[src/rtl/hs_pkg.sv]
package hs_pkg;

    localparam int PC_W     = 8;
    localparam int PC_IDX_W = 3;

    typedef struct packed {
        logic ibf;   // input buffer holds unread data
        logic obf;   // output buffer holds data not yet acknowledged (active high inside)
        logic intr;  // interrupt request
        logic inte;  // interrupt enable
    } hs_flags_t;

    // port C bit that carries the interrupt enable for this channel
    function automatic logic [PC_IDX_W-1:0] enable_slot(input logic is_a, input logic dir_in);
        if (!is_a)
            return PC_IDX_W'(2);
        return dir_in ? PC_IDX_W'(4) : PC_IDX_W'(6);
    endfunction

endpackage

[src/rtl/hs_sync.sv]
module hs_sync #(
    parameter int               WIDTH  = 4,
    parameter int               STAGES = 2,
    parameter logic [WIDTH-1:0] IDLE   = '1
) (
    input  logic             clk,
    input  logic             rst_n,
    input  logic [WIDTH-1:0] raw,
    output logic [WIDTH-1:0] lvl
);

    typedef struct packed {
        logic [STAGES-1:0][WIDTH-1:0] chain;
    } sync_t;

    sync_t s_d, s_q;

    always_comb begin
        s_d = s_q;
        s_d.chain[0] = raw;
        for (int i = 1; i < STAGES; i++) begin
            s_d.chain[i] = s_q.chain[i-1];
        end
    end

    always_ff @(posedge clk or negedge rst_n) begin
        if (!rst_n) begin
            s_q.chain <= {STAGES{IDLE}};
        end else begin
            s_q <= s_d;
        end
    end

    assign lvl = s_q.chain[STAGES-1];

endmodule

[src/rtl/hs_core.sv]
module hs_core
    import hs_pkg::*;
#(
    parameter int DATA_W = 8,
    parameter bit IS_A   = 1'b1
) (
    input  logic                clk,
    input  logic                rst_n,
    input  logic                mode_set,
    input  logic                dir_in,
    input  logic                bsr_valid,
    input  logic [PC_IDX_W-1:0] bsr_bit,
    input  logic                bsr_val,
    input  logic                stb_lvl,
    input  logic                ack_lvl,
    input  logic                rd_lvl,
    input  logic                wr_lvl,
    input  logic [DATA_W-1:0]   per_din,
    input  logic [DATA_W-1:0]   cpu_wdata,
    output logic [DATA_W-1:0]   in_lat,
    output logic [DATA_W-1:0]   out_lat,
    output hs_flags_t           flags
);

    typedef struct packed {
        logic [DATA_W-1:0] in_lat;
        logic [DATA_W-1:0] out_lat;
        hs_flags_t         flg;
        logic              p_stb;
        logic              p_rd;
        logic              p_wr;
    } core_t;

    core_t c_d, c_q;

    logic stb_fall, rd_rise, rd_fall, wr_rise, wr_fall;
    logic en_hit;

    always_comb begin
        stb_fall = c_q.p_stb & ~stb_lvl;
        rd_rise  = ~c_q.p_rd & rd_lvl;
        rd_fall  = c_q.p_rd & ~rd_lvl;
        wr_rise  = ~c_q.p_wr & wr_lvl;
        wr_fall  = c_q.p_wr & ~wr_lvl;
        en_hit   = bsr_valid && (bsr_bit == enable_slot(IS_A, dir_in));

        c_d       = c_q;
        c_d.p_stb = stb_lvl;
        c_d.p_rd  = rd_lvl;
        c_d.p_wr  = wr_lvl;

        if (mode_set) begin
            c_d.in_lat  = '0;
            c_d.out_lat = '0;
            c_d.flg     = '0;
        end else begin
            if (en_hit) begin
                c_d.flg.inte = bsr_val;
            end
            if (dir_in) begin
                if (stb_fall) begin
                    c_d.in_lat = per_din;
                end
                if (!stb_lvl) begin
                    c_d.flg.ibf = 1'b1;
                end else if (rd_rise) begin
                    c_d.flg.ibf = 1'b0;
                end
                c_d.flg.intr = c_q.flg.inte & ~rd_fall &
                               (c_q.flg.intr | (stb_lvl & rd_lvl & ~rd_rise & c_q.flg.ibf));
            end else begin
                if (wr_rise) begin
                    c_d.out_lat = cpu_wdata;
                    c_d.flg.obf = 1'b1;
                end else if (!ack_lvl) begin
                    c_d.flg.obf = 1'b0;
                end
                c_d.flg.intr = c_q.flg.inte & ~wr_fall &
                               (c_q.flg.intr | (ack_lvl & wr_lvl & ~wr_rise & ~c_q.flg.obf));
            end
        end
    end

    always_ff @(posedge clk or negedge rst_n) begin
        if (!rst_n) begin
            c_q.in_lat  <= '0;
            c_q.out_lat <= '0;
            c_q.flg     <= '0;
            c_q.p_stb   <= 1'b1;
            c_q.p_rd    <= 1'b1;
            c_q.p_wr    <= 1'b1;
        end else begin
            c_q <= c_d;
        end
    end

    assign in_lat  = c_q.in_lat;
    assign out_lat = c_q.out_lat;
    assign flags   = c_q.flg;


    mode_clear_chk: assert property (@(posedge clk) disable iff (!rst_n)
        mode_set |=> (flags == '0 && in_lat == '0 && out_lat == '0));


    in_capture_chk: assert property (@(posedge clk) disable iff (!rst_n)
        (dir_in && !mode_set && c_q.p_stb && !stb_lvl) |=> (in_lat == $past(per_din)));


    in_intr_full_chk: assert property (@(posedge clk) disable iff (!rst_n)
        (dir_in && $stable(dir_in) && flags.intr) |-> flags.ibf);


    out_load_chk: assert property (@(posedge clk) disable iff (!rst_n)
        (!dir_in && !mode_set && !c_q.p_wr && wr_lvl) |=> (flags.obf && out_lat == $past(cpu_wdata)));


    out_intr_empty_chk: assert property (@(posedge clk) disable iff (!rst_n)
        (!dir_in && $stable(dir_in) && flags.intr) |-> !flags.obf);


    inte_hold_chk: assert property (@(posedge clk) disable iff (!rst_n)
        (!mode_set && !en_hit) |=> $stable(flags.inte));

endmodule

[src/rtl/hs_stat_map.sv]
module hs_stat_map
    import hs_pkg::*;
#(
    parameter bit IS_A = 1'b1
) (
    input  logic            dir_in,
    input  hs_flags_t       flags,
    output logic [PC_W-1:0] stat,
    output logic [PC_W-1:0] own
);

    generate
        if (IS_A) begin : g_port_a
            always_comb begin
                stat    = '0;
                own     = '0;
                own[3]  = 1'b1;
                stat[3] = flags.intr;
                if (dir_in) begin
                    own[4]  = 1'b1;
                    own[5]  = 1'b1;
                    stat[4] = flags.inte;
                    stat[5] = flags.ibf;
                end else begin
                    own[6]  = 1'b1;
                    own[7]  = 1'b1;
                    stat[6] = flags.inte;
                    stat[7] = ~flags.obf;
                end
            end
        end else begin : g_port_b
            always_comb begin
                stat      = '0;
                own       = '0;
                own[2:0]  = 3'b111;
                stat[0]   = flags.intr;
                stat[1]   = dir_in ? flags.ibf : ~flags.obf;
                stat[2]   = flags.inte;
            end
        end
    endgenerate


    stat_owned_chk: assert final ((stat & ~own) == '0);

endmodule

[src/rtl/strobe_port_channel.sv]
module strobe_port_channel
    import hs_pkg::*;
#(
    parameter int DATA_W      = 8,
    parameter int SYNC_STAGES = 2,
    parameter bit IS_PORT_A   = 1'b1
) (
    input  logic              clk,
    input  logic              rst_n,
    input  logic              mode_set,
    input  logic              dir_in,
    input  logic              bsr_valid,
    input  logic [2:0]        bsr_bit,
    input  logic              bsr_val,
    input  logic              cpu_rd_n,
    input  logic              cpu_wr_n,
    input  logic [DATA_W-1:0] cpu_wdata,
    output logic [DATA_W-1:0] cpu_rdata,
    input  logic              per_stb_n,
    input  logic              per_ack_n,
    input  logic [DATA_W-1:0] per_din,
    output logic [DATA_W-1:0] per_dout,
    output logic              in_full,
    output logic              out_full_n,
    output logic              intr,
    output logic [7:0]        pc_stat,
    output logic [7:0]        pc_own
);

    localparam int NSIG = 4;

    logic [NSIG-1:0]   lines_sync;
    logic [DATA_W-1:0] in_lat, out_lat;
    hs_flags_t         flags;

    hs_sync #(
        .WIDTH  (NSIG),
        .STAGES (SYNC_STAGES),
        .IDLE   ({NSIG{1'b1}})
    ) u_sync (
        .clk   (clk),
        .rst_n (rst_n),
        .raw   ({cpu_wr_n, cpu_rd_n, per_ack_n, per_stb_n}),
        .lvl   (lines_sync)
    );

    hs_core #(
        .DATA_W (DATA_W),
        .IS_A   (IS_PORT_A)
    ) u_core (
        .clk       (clk),
        .rst_n     (rst_n),
        .mode_set  (mode_set),
        .dir_in    (dir_in),
        .bsr_valid (bsr_valid),
        .bsr_bit   (bsr_bit),
        .bsr_val   (bsr_val),
        .stb_lvl   (lines_sync[0]),
        .ack_lvl   (lines_sync[1]),
        .rd_lvl    (lines_sync[2]),
        .wr_lvl    (lines_sync[3]),
        .per_din   (per_din),
        .cpu_wdata (cpu_wdata),
        .in_lat    (in_lat),
        .out_lat   (out_lat),
        .flags     (flags)
    );

    hs_stat_map #(
        .IS_A (IS_PORT_A)
    ) u_stat (
        .dir_in (dir_in),
        .flags  (flags),
        .stat   (pc_stat),
        .own    (pc_own)
    );

    assign cpu_rdata  = dir_in ? in_lat : out_lat;
    assign per_dout   = out_lat;
    assign in_full    = flags.ibf;
    assign out_full_n = ~flags.obf;
    assign intr       = flags.intr;

endmodule

[config.mk]
export PLATFORM = sky130hd
export DESIGN_NAME = strobe_port_channel
export DESIGN_NICKNAME = d
export VERILOG_FILES = /design/src/rtl/hs_pkg.sv /design/src/rtl/hs_sync.sv /design/src/rtl/hs_core.sv /design/src/rtl/hs_stat_map.sv /design/src/rtl/strobe_port_channel.sv
export SDC_FILE = /design/constraint.sdc
export NUM_CORES = 1
export LEC_CHECK = 0
export CORE_ASPECT_RATIO = 1.1
export CORE_MARGIN = 3
export CORE_UTILIZATION = 35
export CTS_BUF_LIST = sky130_fd_sc_hd__clkbuf_8
export DETAILED_ROUTE_END_ITERATION = 7
export DONT_BUFFER_PORTS = 1
export PLACE_DENSITY_LB_ADDON = 0.25
export SETUP_SLACK_MARGIN = 0.5
export SLEW_MARGIN = 20
export SYNTH_ARGS = -nofsm -noshare
export SYNTH_HDL_FRONTEND = slang
export SYNTH_SLANG_ARGS = --single-unit
[constraint.sdc]
create_clock -name clk -period 2 [get_ports clk]
set_clock_uncertainty 0.2 [all_clocks]
set_input_delay 0.1 -clock clk [delete_from_list [all_inputs] [get_ports clk]]
set_output_delay 0.1 -clock clk [all_outputs]
set_load 0.02 [all_outputs]
==> results of run 1 <==
[Yosys cell counts, drive strengths merged, types with 2 or more instances]
cell and number:
buf 24, dfrtp 20, nor2 17, mux2i 16, dfstp 11, mux2 8
inv 4, a21oi 3, and2 2, conb 2, nand2 2, nand2b 2
nand3 2, nor3b 2, o21ai 2
[sequential cells by signal, summed over array words and instances (netlist names)]
signal / flops
u_core.in_lat: 8
u_core.out_lat: 8
u_core.flags: 4
u_sync.lvl: 4
u_sync.s_d: 4
u_core.c_q: 3
[through the flow]
step | power [uW] | utilization | worst slack [ns] | hold slack, ns | area [sq um]
finish | 1340 | 0.416 | 0.471 | -0.324 | 1660
global route | 1410 | 0.416 | 0.395 | -0.340 | 1660
CTS | 1360 | 0.408 | 0.502 | -0.333 | 1630
detailed placement | 780 | 0.347 | 0.499 | -0.395 | 1390
global placement | 778 | 0.347 | 0.548 | -0.395 | 1390
floorplan | 804 | - | 0.550 | -0.396 | 1480
[area by class of cell]
class,instances,area share
inverters,4,0.00904
multi-input cells,71,0.308
repair buffers,17,0.108
clock inverters,1,0.00226
flip-flops and latches,31,0.475
clock buffers,7,0.0580
well taps,52,0.0392
[metal layers]
metal	GRT usage	vias to the layer above	part of all wire
met3	0.0872	2	0.12
met1	0.149	425	0.40
met2	0.188	54	0.47
met5	0	-	0
li1	-	397	-
met4	0.0338	0	0.0078
[power by group]
| part | switching [uW] | internal (uW) |
|---|---|---|
| Sequential | 26.5 | 661 |
| Combinational | 70.1 | 54.0 |
| Clock | 222 | 309 |
| Total | 319 | 1020 |
[worst min-delay path by stage]
stage	startpoint	to	slack, ns	cells after the start
final	mode_set	u_core.flags[3]$_DFFE_PN0P_	-0.32	1
after global routing	mode_set	u_core.out_lat[7]$_DFFE_PN0P_	-0.34	1
after CTS	mode_set	u_core.flags[3]$_DFFE_PN0P_	-0.33	1
after detailed placement	rst_n	u_core.flags[1]$_DFF_PN0_	-0.39	0
after global placement	rst_n	u_core.flags[1]$_DFF_PN0_	-0.39	0
after floorplan	rst_n	u_core.flags[0]$_DFFE_PN0P_	-0.40	0
[cells by family (layout without fill, tap and decap cells)]
kind of cell,after synthesis,after routing,share of synthesized area
DFF,31,31,0.540
and+or+nand+nor,30,30,0.0984
buffers and inverters,29,29,0.133
muxes,24,24,0.171
AOI/OAI and AO/OA,9,9,0.0411
other,2,7,0.00513
xor gates and xnor gates,1,1,0.0111
[timing repair]
action	4_1_cts	5_1_grt
setup buffers	0	1
gates resized for setup	1	5
gates cloned	0	1
setup endpoints to repair	1	10
pin swaps	0	1
endpoints found under the hold margin	55	18
==> run metrics, run 1 <==
pins over their slew limit=0; Fin Setup TNS=0 ns; number of DRC markers in iteration 0=38; buffer and inverter count on the worst path=2; Reg clk slew, reported paths=~0.060 ns; count of mapped cells out of synthesis=126; mean cell area of the mapped netlist=11.6 sq um; TritonCTS clock tree=done; # diodes=0; combined global-route utilization of all metal layers=0.127; flops & latches, synth=31; placeable core area=0.00399 sq mm; failing checks=negative hold slack; critical path's largest stage delay=0.70 ns; CP Capture Point=u_core.out_lat[5]$_DFFE_PN0P_; fraction of synthesis flops using an asynchronous set or reset pin=1.00; CP Data Required Time=1.97 ns; CTS sink cnt=31; warning count from the yosys run=0; final worst path period share=0.765; share of layout cells above drive strength 1=0.260; total wirelength of the detailed-routed design=2960 microns; largest net degree at the start of global routing=32; Hold Path Class=in2reg; maximum clock frequency=0.654 GHz; CTS HTree Levels=2; overall die area=0.00499 sq mm; leakage component of the power=just under 0.0008 uW; most common cell after layout, fill and taps aside=sky130_fd_sc_hd__dfrtp_1; Critical R2R Launch=u_sync.lvl[3]$_DFF_PN1_; area growth from synthesis to final layout=13.6%; R2R setup slack=0.49 ns; final number of setup-violating endpoints=0; Post-CTS Hold Buffers=13; data arrival time of the worst path=1.50 ns; highest-count cells in the layout ignoring fill and taps=sky130_fd_sc_hd__dfrtp_1, sky130_fd_sc_hd__nor2_1, sky130_fd_sc_hd__mux2i_1, sky130_fd_sc_hd__dlygate4sd3_1, sky130_fd_sc_hd__dfstp_2; highest ir drop seen on vdd=0.000379 V; fraction of the yosys area taken by sequential cells=0.540; antenna violations before repair=0; final hold violation count=18; final-layout fill cell count=388; num ports=64; ratio of total power to cell area=808 mW/mm^2; final std cells w/o fill=183; result of the run=finished, violations left; flip-flop and latch area=790 sq um; Final GP Congestion=about 0.64; combined area of the multi-input logic cells=slightly above 500 sq um; setup repair after global routing missed its margin=yes; vias in the first global route=898; critical path endpoint category=register; critical-path maximum fanout=17; die width=67.6 microns; DP HPWL=1910 microns; number of cells traversed by the worst register-to-register path=4; clock period minus worst slack=1.53 ns; cell type group with the largest total delay on the critical path=buffers and inverters; cts bufs inserted=5; overall overflow remaining after global route=0; starting density of the core=0.366; Crit. path cell count=5; Remaining DRCs=0; cells traversed along the worst timing path=dlygate4sd3_1 > nor3b_4 > buf_6 > mux2i_1 > nor2_1; post-detailed-route count of antenna-violating nets=0; number of I/O port buffers=0; standard-cell rows=24; Cell Count Post-Placement=160; nets=159; worst hold slack across all endpoints=-0.324 ns; Via density=4.80; worst-skew pair later-pin latency=0.28 ns; cell type with the highest aggregate area in the netlist=sky130_fd_sc_hd__dfrtp_1; wire length of the first global-routing pass=approximately 4500 microns; critical path class=in2reg; CTS root buf=sky130_fd_sc_hd__clkbuf_8; Worst Setup Start Kind=input port; dominant register cell in the synthesized netlist=sky130_fd_sc_hd__dfrtp_1; Mapped Area=approximately 0.0015 sq mm; biggest area contributors in the synthesized netlist=sky130_fd_sc_hd__dfrtp_1, sky130_fd_sc_hd__dfstp_2, sky130_fd_sc_hd__mux2i_1, sky130_fd_sc_hd__buf_4, sky130_fd_sc_hd__mux2_2; number of distinct library cell variants in the gate-level netlist after synthesis=26; routed vias=878; average wire per cell in the routed design=16.2 microns; die boundary height=73.8 microns; endpoint of the worst register-to-register path=u_core.out_lat[5]$_DFFE_PN0P_; Bufs on Longest Clock Path=2; area share of the leading cell type in the synthesized netlist=0.342; Max Cap Viol=0; cell with the largest stage delay on the worst path=sky130_fd_sc_hd__dlygate4sd3_1; number of enable flip-flop cells after synthesis=0; start point of the critical path=dir_in; Initial DRT Pass Iterations=4
Power figures use the tool's default switching activity.
==> inputs of run 2 (changes only) <==
--- a/config.mk
+++ b/config.mk
@@ -5,6 +5,7 @@
 export SDC_FILE = /design/constraint.sdc
 export NUM_CORES = 1
 export LEC_CHECK = 0
+export ABC_AREA = 1
 export CORE_ASPECT_RATIO = 1.1
 export CORE_MARGIN = 3
 export CORE_UTILIZATION = 35
==> constraint.sdc (replaced) <==
create_clock -name clk -period 1.3 [get_ports clk]
set_clock_uncertainty 0.2 [all_clocks]
set_input_delay 0.065 -clock clk [delete_from_list [all_inputs] [get_ports clk]]
set_output_delay 0.065 -clock clk [all_outputs]
set_load 0.02 [all_outputs]
==> run 2 against run 1 <==
Against the previous run: the run ends with negative hold slack, negative setup slack left; sequential power grew 53%; sequential share of layout area shrank 11 points; global-route usage grew 2.7 points; die area grew 0.79%; synthesized area grew 0.86%; highest routed layer unchanged; synthesized cell count grew 34%; combinational power grew to 2.5 times the previous value; largest power group unchanged; non-clock buffer count grew 38; critical path depth is the same; worst hold slack lost 0.40 ns; flip-flop and latch count is the same; via count grew 42%.
==> run metrics, run 2 <==
critical path endpoint category=register; pins over their slew limit=0 (unchanged); CTS root buf=sky130_fd_sc_hd__clkbuf_8; routed vias=1247 (+42%); Fin Setup TNS=-0.0196 ns (-0.0196 ns); main combinational cell family by area after synthesis=buffers and inverters; mean cell area of the mapped netlist=8.73 sq um (-25%); post-synthesis simple-gate area fraction=0.173 (+0.0747); Hold Path Class=in2async; final number of setup-violating endpoints=2 (+2); Total Power Consumption=2060 uW (+54%); area of placed instances=0.00156 sq mm (+13%); met2 layer wire length in the routed design=1830 microns (+32%); total wirelength of the detailed-routed design=3680 microns (+24%); Final GP Congestion=0.736 (+16%); CP Data Required Time=1.31 ns (-0.66 ns); nets=243 (+53%); overall die area=0.00503 sq mm (+0.79%); biggest area contributors in the synthesized netlist=sky130_fd_sc_hd__dfrtp_1, sky130_fd_sc_hd__dfstp_2, sky130_fd_sc_hd__buf_4, sky130_fd_sc_hd__nand2_1, sky130_fd_sc_hd__inv_1; fraction of the yosys area taken by sequential cells=0.535 (-0.00458); most common cell after layout, fill and taps aside=sky130_fd_sc_hd__buf_6; leakage component of the power=0.00100 uW (+28%); data arrival time of the worst path=1.32 ns (-0.18 ns); maximum clock frequency=~0.76 GHz; number of enable flip-flop cells after synthesis=0 (unchanged); warning count from the yosys run=0 (unchanged); # diodes=0 (unchanged); antenna violations before repair=0 (unchanged); Bufs on Longest Clock Path=2 (unchanged); clock period minus worst slack=approximately 1.3 ns; CTS HTree Levels=2 (unchanged); Via density=4.67 (-2.7%); placeable core area=0.00402 sq mm (+0.75%); DP HPWL=2320 microns (+21%); biggest regs=u_core.in_lat: 8 flops, u_core.out_lat: 8 flops; number of I/O port buffers=0 (unchanged); setup repair after global routing missed its margin=yes; result of the run=finished, violations left; list of most frequent post-synthesis cells=sky130_fd_sc_hd__nand2_1, sky130_fd_sc_hd__inv_1, sky130_fd_sc_hd__dfrtp_1, sky130_fd_sc_hd__buf_4, sky130_fd_sc_hd__o21ai_0; highest ir drop seen on vdd=0.000639 V (+69%); portion of netlist area occupied by mux cells=0 (-0.171); worst-skew pair later-pin latency=0.28 ns (about the same); overall overflow remaining after global route=0 (unchanged); die boundary height=74.1 microns (+0.39%); wire length of the first global-routing pass=5690 microns (+27%); num ports=64 (unchanged); Worst Setup Start Kind=register; fin worst setup slack=-0.0130 ns (-0.484 ns); final worst path period share=1.01; Initial DRT Pass Iterations=6 (+2); Cell Count Post-Placement=223 (+39%); number of DRC markers in iteration 0=18 (-53%); number of distinct library cell variants in the gate-level netlist after synthesis=20 (-23%); standard-cell rows=24 (unchanged); flops & latches, synth=31 (unchanged); Non-Filler Cell Area, Final=0.00219 sq mm (+32%); wire length on met3=284 microns (-21%); final std cells w/o fill=267 (+46%); TritonCTS clock tree=done; cts bufs inserted=5 (unchanged); area growth from synthesis to final layout=48.3%; share of the synthesized area in compound gates (AO/OA/AOI/OAI)=0.103 (+0.0616); Remaining DRCs=0 (unchanged); area share of the leading cell type in the synthesized netlist=0.339 (-0.00290); count of mapped cells out of synthesis=169 (+34%); cell type with the highest aggregate area in the netlist=sky130_fd_sc_hd__dfrtp_1; Reg clk slew, reported paths=0.06 ns (about the same); starting density of the core=0.367 (+0.000376); arithmetic-cell share of the synthesized area counting full adders, half adders and majority gates=0 (unchanged); ratio of total power to cell area=943 mW/mm^2 (+17%); critical-path maximum fanout=8 (-9); final hold violation count=56 (+38); share of layout cells above drive strength 1=0.470 (+0.210); critical path class=reg2reg; worst hold slack across all endpoints=-0.725 ns (-0.401 ns); library cell with the highest instance count after synthesis=sky130_fd_sc_hd__nand2_1; Mapped Area=0.00148 sq mm (+0.86%); fraction of synthesis flops using an asynchronous set or reset pin=1.00 (unchanged); dominant register cell in the synthesized netlist=sky130_fd_sc_hd__dfrtp_1; highest-count cells in the layout ignoring fill and taps=sky130_fd_sc_hd__buf_6, sky130_fd_sc_hd__nand2_1, sky130_fd_sc_hd__dlygate4sd3_1, sky130_fd_sc_hd__dfrtp_1, sky130_fd_sc_hd__inv_1; die width=67.9 microns (+0.39%); largest net degree at the start of global routing=32 (unchanged); combined global-route utilization of all metal layers=0.154 (+0.0273); average wire per cell in the routed design=13.8 microns (-15%); vias in the first global route=1206 (+34%); CTS sink cnt=31 (unchanged); post-detailed-route count of antenna-violating nets=0 (unchanged); synthesized-area fraction occupied by xor and xnor cells=0 (-0.0111); failing checks=negative hold slack, negative setup slack; highest metal used=met4; met1 layer wirelength in the final routing=1410 microns (+18%); Max Cap Viol=0 (unchanged)
[run 2: cell types whose count changed after synthesis, moves of 8 or more]
cell	before	now
sky130_fd_sc_hd__inv_1	4	27
sky130_fd_sc_hd__mux2_2	8	0
sky130_fd_sc_hd__mux2i_1	16	0
sky130_fd_sc_hd__nand2_1	2	36
sky130_fd_sc_hd__nand3_1	2	13
sky130_fd_sc_hd__nor2_1	17	4
sky130_fd_sc_hd__o21ai_0	2	17
sky130_fd_sc_hd__o21ai_1	0	8
[run 2: stage by stage]
step / utilization / setup WS, ns
2_1_floorplan: - / -0.00666
3_3_place_gp: 0.388 / -0.0301
3_5_place_dp: 0.388 / -0.0682
4_1_cts: 0.507 / -0.0391
5_1_grt: 0.544 / -0.0619
6_report: 0.544 / -0.0130
[run 2: layout make-up]
cell class                      count  area (sq um)
Clock inverter                      3          12.5
Tap cell                           52          65.1
Sequential cell                    31           792
Inverter                           28           125
Clock buffer                        5          68.8
Multi-Input combinational cell     93           553
Timing Repair Buffer               55           571
Fill cell                         382          1840
[run 2: repair_timing]
| action | 4_1_cts | 5_1_grt |
|---|---|---|
| pin swaps | 9 | 10 |
| cloned | 0 | 0 |
| gates resized for setup | 47 | 32 |
| hold buffers | 20 | 1 |
| buffers inserted | 9 | 6 |
| endpoints found under the hold margin | 60 | 56 |
| endpoints found under the setup margin | 46 | 47 |
[run 2: worst max-delay path: stages (launching register included)]
cell	delay, ns
sky130_fd_sc_hd__dfstp_2	0.55
sky130_fd_sc_hd__inv_2	0.05
sky130_fd_sc_hd__nor2_4	0.11
sky130_fd_sc_hd__buf_6	0.15
sky130_fd_sc_hd__nand3_1	0.09
sky130_fd_sc_hd__o21ai_2	0.08
[run 2: report_power, final]
group	internal [uW]	total [uW]	switching [uW]
Clock	359	699	340
Sequential	1020	1050	31.9
Combinational	149	314	164
[run 2: final timing paths]
path / from / slack [ns] / cells after the start / endpoint
worst max-delay path: u_sync.lvl[3]$_DFF_PN1_ / -0.01 / 5 / u_core.out_lat[2]$_DFFE_PN0P_
worst min-delay path: rst_n / -0.72 / 0 / u_core.out_lat[2]$_DFFE_PN0P_
worst max register to register: u_sync.lvl[3]$_DFF_PN1_ / -0.01 / 5 / u_core.out_lat[2]$_DFFE_PN0P_
worst min register to register: u_sync.s_d[7]$_DFF_PN1_ / 0.15 / 0 / u_sync.lvl[3]$_DFF_PN1_
max in group asynchronous: rst_n / 1.45 / 0 / u_sync.s_d[5]$_DFF_PN1_
min in group clk: mode_set / -0.37 / 1 / u_core.flags[1]$_DFF_PN0_
[run 2: cell families after synthesis]
logic type / after synthesis
compound gates: 29
buf+inv: 50
flops: 31
other cells: 2
simple gates: 57
[run 2: metal layers]
layer | GRT usage | vias to the layer above
met5 | 0 | -
met4 | 0.108 | 0
met3 | 0.0483 | 13
met2 | 0.228 | 56
met1 | 0.191 | 586
li1 | - | 592
==> inputs of run 3 (changes only) <==
--- a/config.mk
+++ b/config.mk
@@ -12,6 +12,7 @@
 export CTS_BUF_LIST = sky130_fd_sc_hd__clkbuf_8
 export DETAILED_ROUTE_END_ITERATION = 7
 export DONT_BUFFER_PORTS = 1
+export MAX_ROUTING_LAYER = met4
 export PLACE_DENSITY_LB_ADDON = 0.25
 export SETUP_SLACK_MARGIN = 0.5
 export SLEW_MARGIN = 20
==> run 3 against run 2 <==
Against the previous run: the flow still finishes with violations (negative hold slack, negative setup slack); flip-flop and latch count is the same; largest cell class unchanged; fmax is essentially flat; combinational power is essentially flat; core utilization is the same; worst hold slack is essentially flat; first-iteration DRC count shrank 5.6%.
==> run metrics, run 3 (same netlist as run 2, synthesis figures left out) <==
# diodes=0 (unchanged); critical-path maximum fanout=8 (unchanged); failing checks=negative hold slack, negative setup slack; highest-count cells in the layout ignoring fill and taps=sky130_fd_sc_hd__buf_6, sky130_fd_sc_hd__nand2_1, sky130_fd_sc_hd__dlygate4sd3_1, sky130_fd_sc_hd__dfrtp_1, sky130_fd_sc_hd__inv_1; most common cell after layout, fill and taps aside=sky130_fd_sc_hd__buf_6; Worst Setup Start Kind=register; data arrival time of the worst path=1.32 ns (about the same); CTS root buf=sky130_fd_sc_hd__clkbuf_8; final worst path period share=1.01 (about the same); nets=243 (unchanged); CTS sink cnt=31 (unchanged); Initial DRT Pass Iterations=6 (unchanged); final std cells w/o fill=267 (unchanged); critical path class=reg2reg; number of DRC markers in iteration 0=17 (-1); ratio of total power to cell area=943 mW/mm^2 (about the same); R2R setup slack=-0.01 ns (about the same); wire length of the first global-routing pass=5710 microns (+0.25%); area growth from synthesis to final layout=48.3% (unchanged); post-detailed-route count of antenna-violating nets=0 (unchanged); final-layout fill cell count=382 (unchanged); critical path's largest stage delay=0.55 ns (about the same); CTS HTree Levels=2 (unchanged); final number of setup-violating endpoints=2 (unchanged); maximum clock frequency=0.762 GHz (about the same); Non-Filler Cell Area, Final=0.00219 sq mm (unchanged); Max Cap Viol=0 (unchanged); CP Capture Point=u_core.out_lat[2]$_DFFE_PN0P_; endpoint of the worst register-to-register path=u_core.out_lat[2]$_DFFE_PN0P_; routed vias=1242 (-0.40%); setup repair after global routing missed its margin=yes; die width=67.9 microns (unchanged); Reg clk slew, reported paths=0.06 ns (about the same); die boundary height=74.1 microns (unchanged); Hold Path Class=in2async; share of power burned in registers=0.509 (about the same); P_sw=536 uW (-0.12%); Bufs on Longest Clock Path=2 (unchanged); standard-cell rows=24 (unchanged); Cell Count Post-Placement=223 (unchanged); starting density of the core=0.367 (unchanged); Final GP Congestion=0.745 (+1.2%); cells traversed along the worst timing path=inv_2 > nor2_4 > buf_6 > nand3_1 > o21ai_2; num ports=64 (unchanged); TritonCTS clock tree=done; final hold violation count=56 (unchanged); Sw Ratio=0.260 (about the same); Via density=4.65 (-0.40%); Setup WS pre-CTS=-0.0682 ns (unchanged); overall overflow remaining after global route=0 (unchanged); antenna violations before repair=0 (unchanged); cts bufs inserted=5 (unchanged); area of placed instances=0.00156 sq mm (unchanged); largest net degree at the start of global routing=32 (unchanged); combined global-route utilization of all metal layers=0.160 (+0.00515); Critical R2R Launch=u_sync.lvl[3]$_DFF_PN1_; fin worst setup slack=-0.0125 ns (+0.000533 ns); CP Data Required Time=1.31 ns (about the same); number of I/O port buffers=0 (unchanged); Internal=1530 uW (about the same); share of the core filled with cells=0.544 (unchanged); result of the run=finished, violations left; leakage component of the power=0.00100 uW (unchanged); number of cells traversed by the worst register-to-register path=5 (unchanged); pins over their slew limit=0 (unchanged); clock period minus worst slack=1.31 ns (-0.000533 ns); highest ir drop seen on vdd=0.000638 V (-0.16%); cell with the largest stage delay on the worst path=sky130_fd_sc_hd__dfstp_2; Remaining DRCs=0 (unchanged); average wire per cell in the routed design=13.8 microns (+0.19%); DP HPWL=2320 microns (unchanged); biggest regs=u_core.in_lat: 8 flops, u_core.out_lat: 8 flops; critical path endpoint category=register; start point of the critical path=u_sync.lvl[3]$_DFF_PN1_; total wirelength of the detailed-routed design=3690 microns (+0.19%); worst-skew pair later-pin latency=0.28 ns (about the same); worst hold slack across all endpoints=-0.725 ns (+0.00000600 ns); share of layout cells above drive strength 1=0.470 (unchanged); overall die area=0.00503 sq mm (unchanged); placeable core area=0.00402 sq mm (unchanged); power share of the combinational group=0.152 (about the same); proportion of power drawn by the clock network=0.339 (about the same); vias in the first global route=1204 (-0.17%)
run 3: cell counts in the layout (fill, tap and decap cells not counted):
No cell type changed its count.
run 3: repair_timing:
item / CTS / global route
hold buffers: 20 / 1
endpoints found under the setup margin: 46 / 47
buffers inserted: 9 / 6
pin swaps: 9 / 10
cloned: 0 / 0
resized for setup: 47 / 32
endpoints found under the hold margin: 60 / 56
run 3: per-stage QoR:
stage / total power [uW] / setup TNS [ns]
6_report: 2060 / -0.0193
5_1_grt: 2160 / -0.742
4_1_cts: 2040 / -0.355
3_5_place_dp: 1240 / -0.516
3_3_place_gp: 1240 / -0.223
2_1_floorplan: 1240 / -0.0533
run 3: worst min-delay path by stage:
stage                               endpoint  slack, ns  cells past startpoint
2_1_floorplan    u_core.flags[0]$_DFFE_PN0P_      -0.43                      0
3_3_place_gp    u_core.in_lat[2]$_DFFE_PN0P_      -0.43                      0
3_5_place_dp    u_core.in_lat[2]$_DFFE_PN0P_      -0.43                      0
4_1_cts          u_core.flags[3]$_DFFE_PN0P_      -0.73                      0
5_1_grt         u_core.in_lat[6]$_DFFE_PN0P_      -0.74                      0
6_report       u_core.out_lat[2]$_DFFE_PN0P_      -0.72                      0
run 3: layer usage:
layer  up-vias  part of all wire  track usage
met4         0             0.042        0.108
met2        56              0.50        0.227
met5         -                 0            -
li1        592                 -            -
met3        13             0.076       0.0468
met1       581              0.39        0.194
run 3: cell type report:
type	count	area [sq um]	area share
clock inverters	3	12.5	0.00572
multi-input cells	93	553	0.253
well taps	52	65.1	0.0297
clock buffers	5	68.8	0.0315
inverters	28	125	0.0572
flip-flops and latches	31	792	0.362
repair buffers	55	571	0.261
run 3: power groups by stage:
stage	logic, uW	registers, uW	clock network [uW]
finish	314	1050	698
global route	340	1050	768
CTS	274	1050	719
detailed placement	181	1060	0
global placement	178	1060	0
floorplan	189	1050	0
run 3: critical path: cells and delay by family, from the launching register on:
| kind | cells | cell delay (ns) |
|---|---|---|
| buf+inv | 2 | 0.20 |
| flops | 1 | 0.55 |
| compound gates | 1 | 0.08 |
| simple gates | 2 | 0.20 |
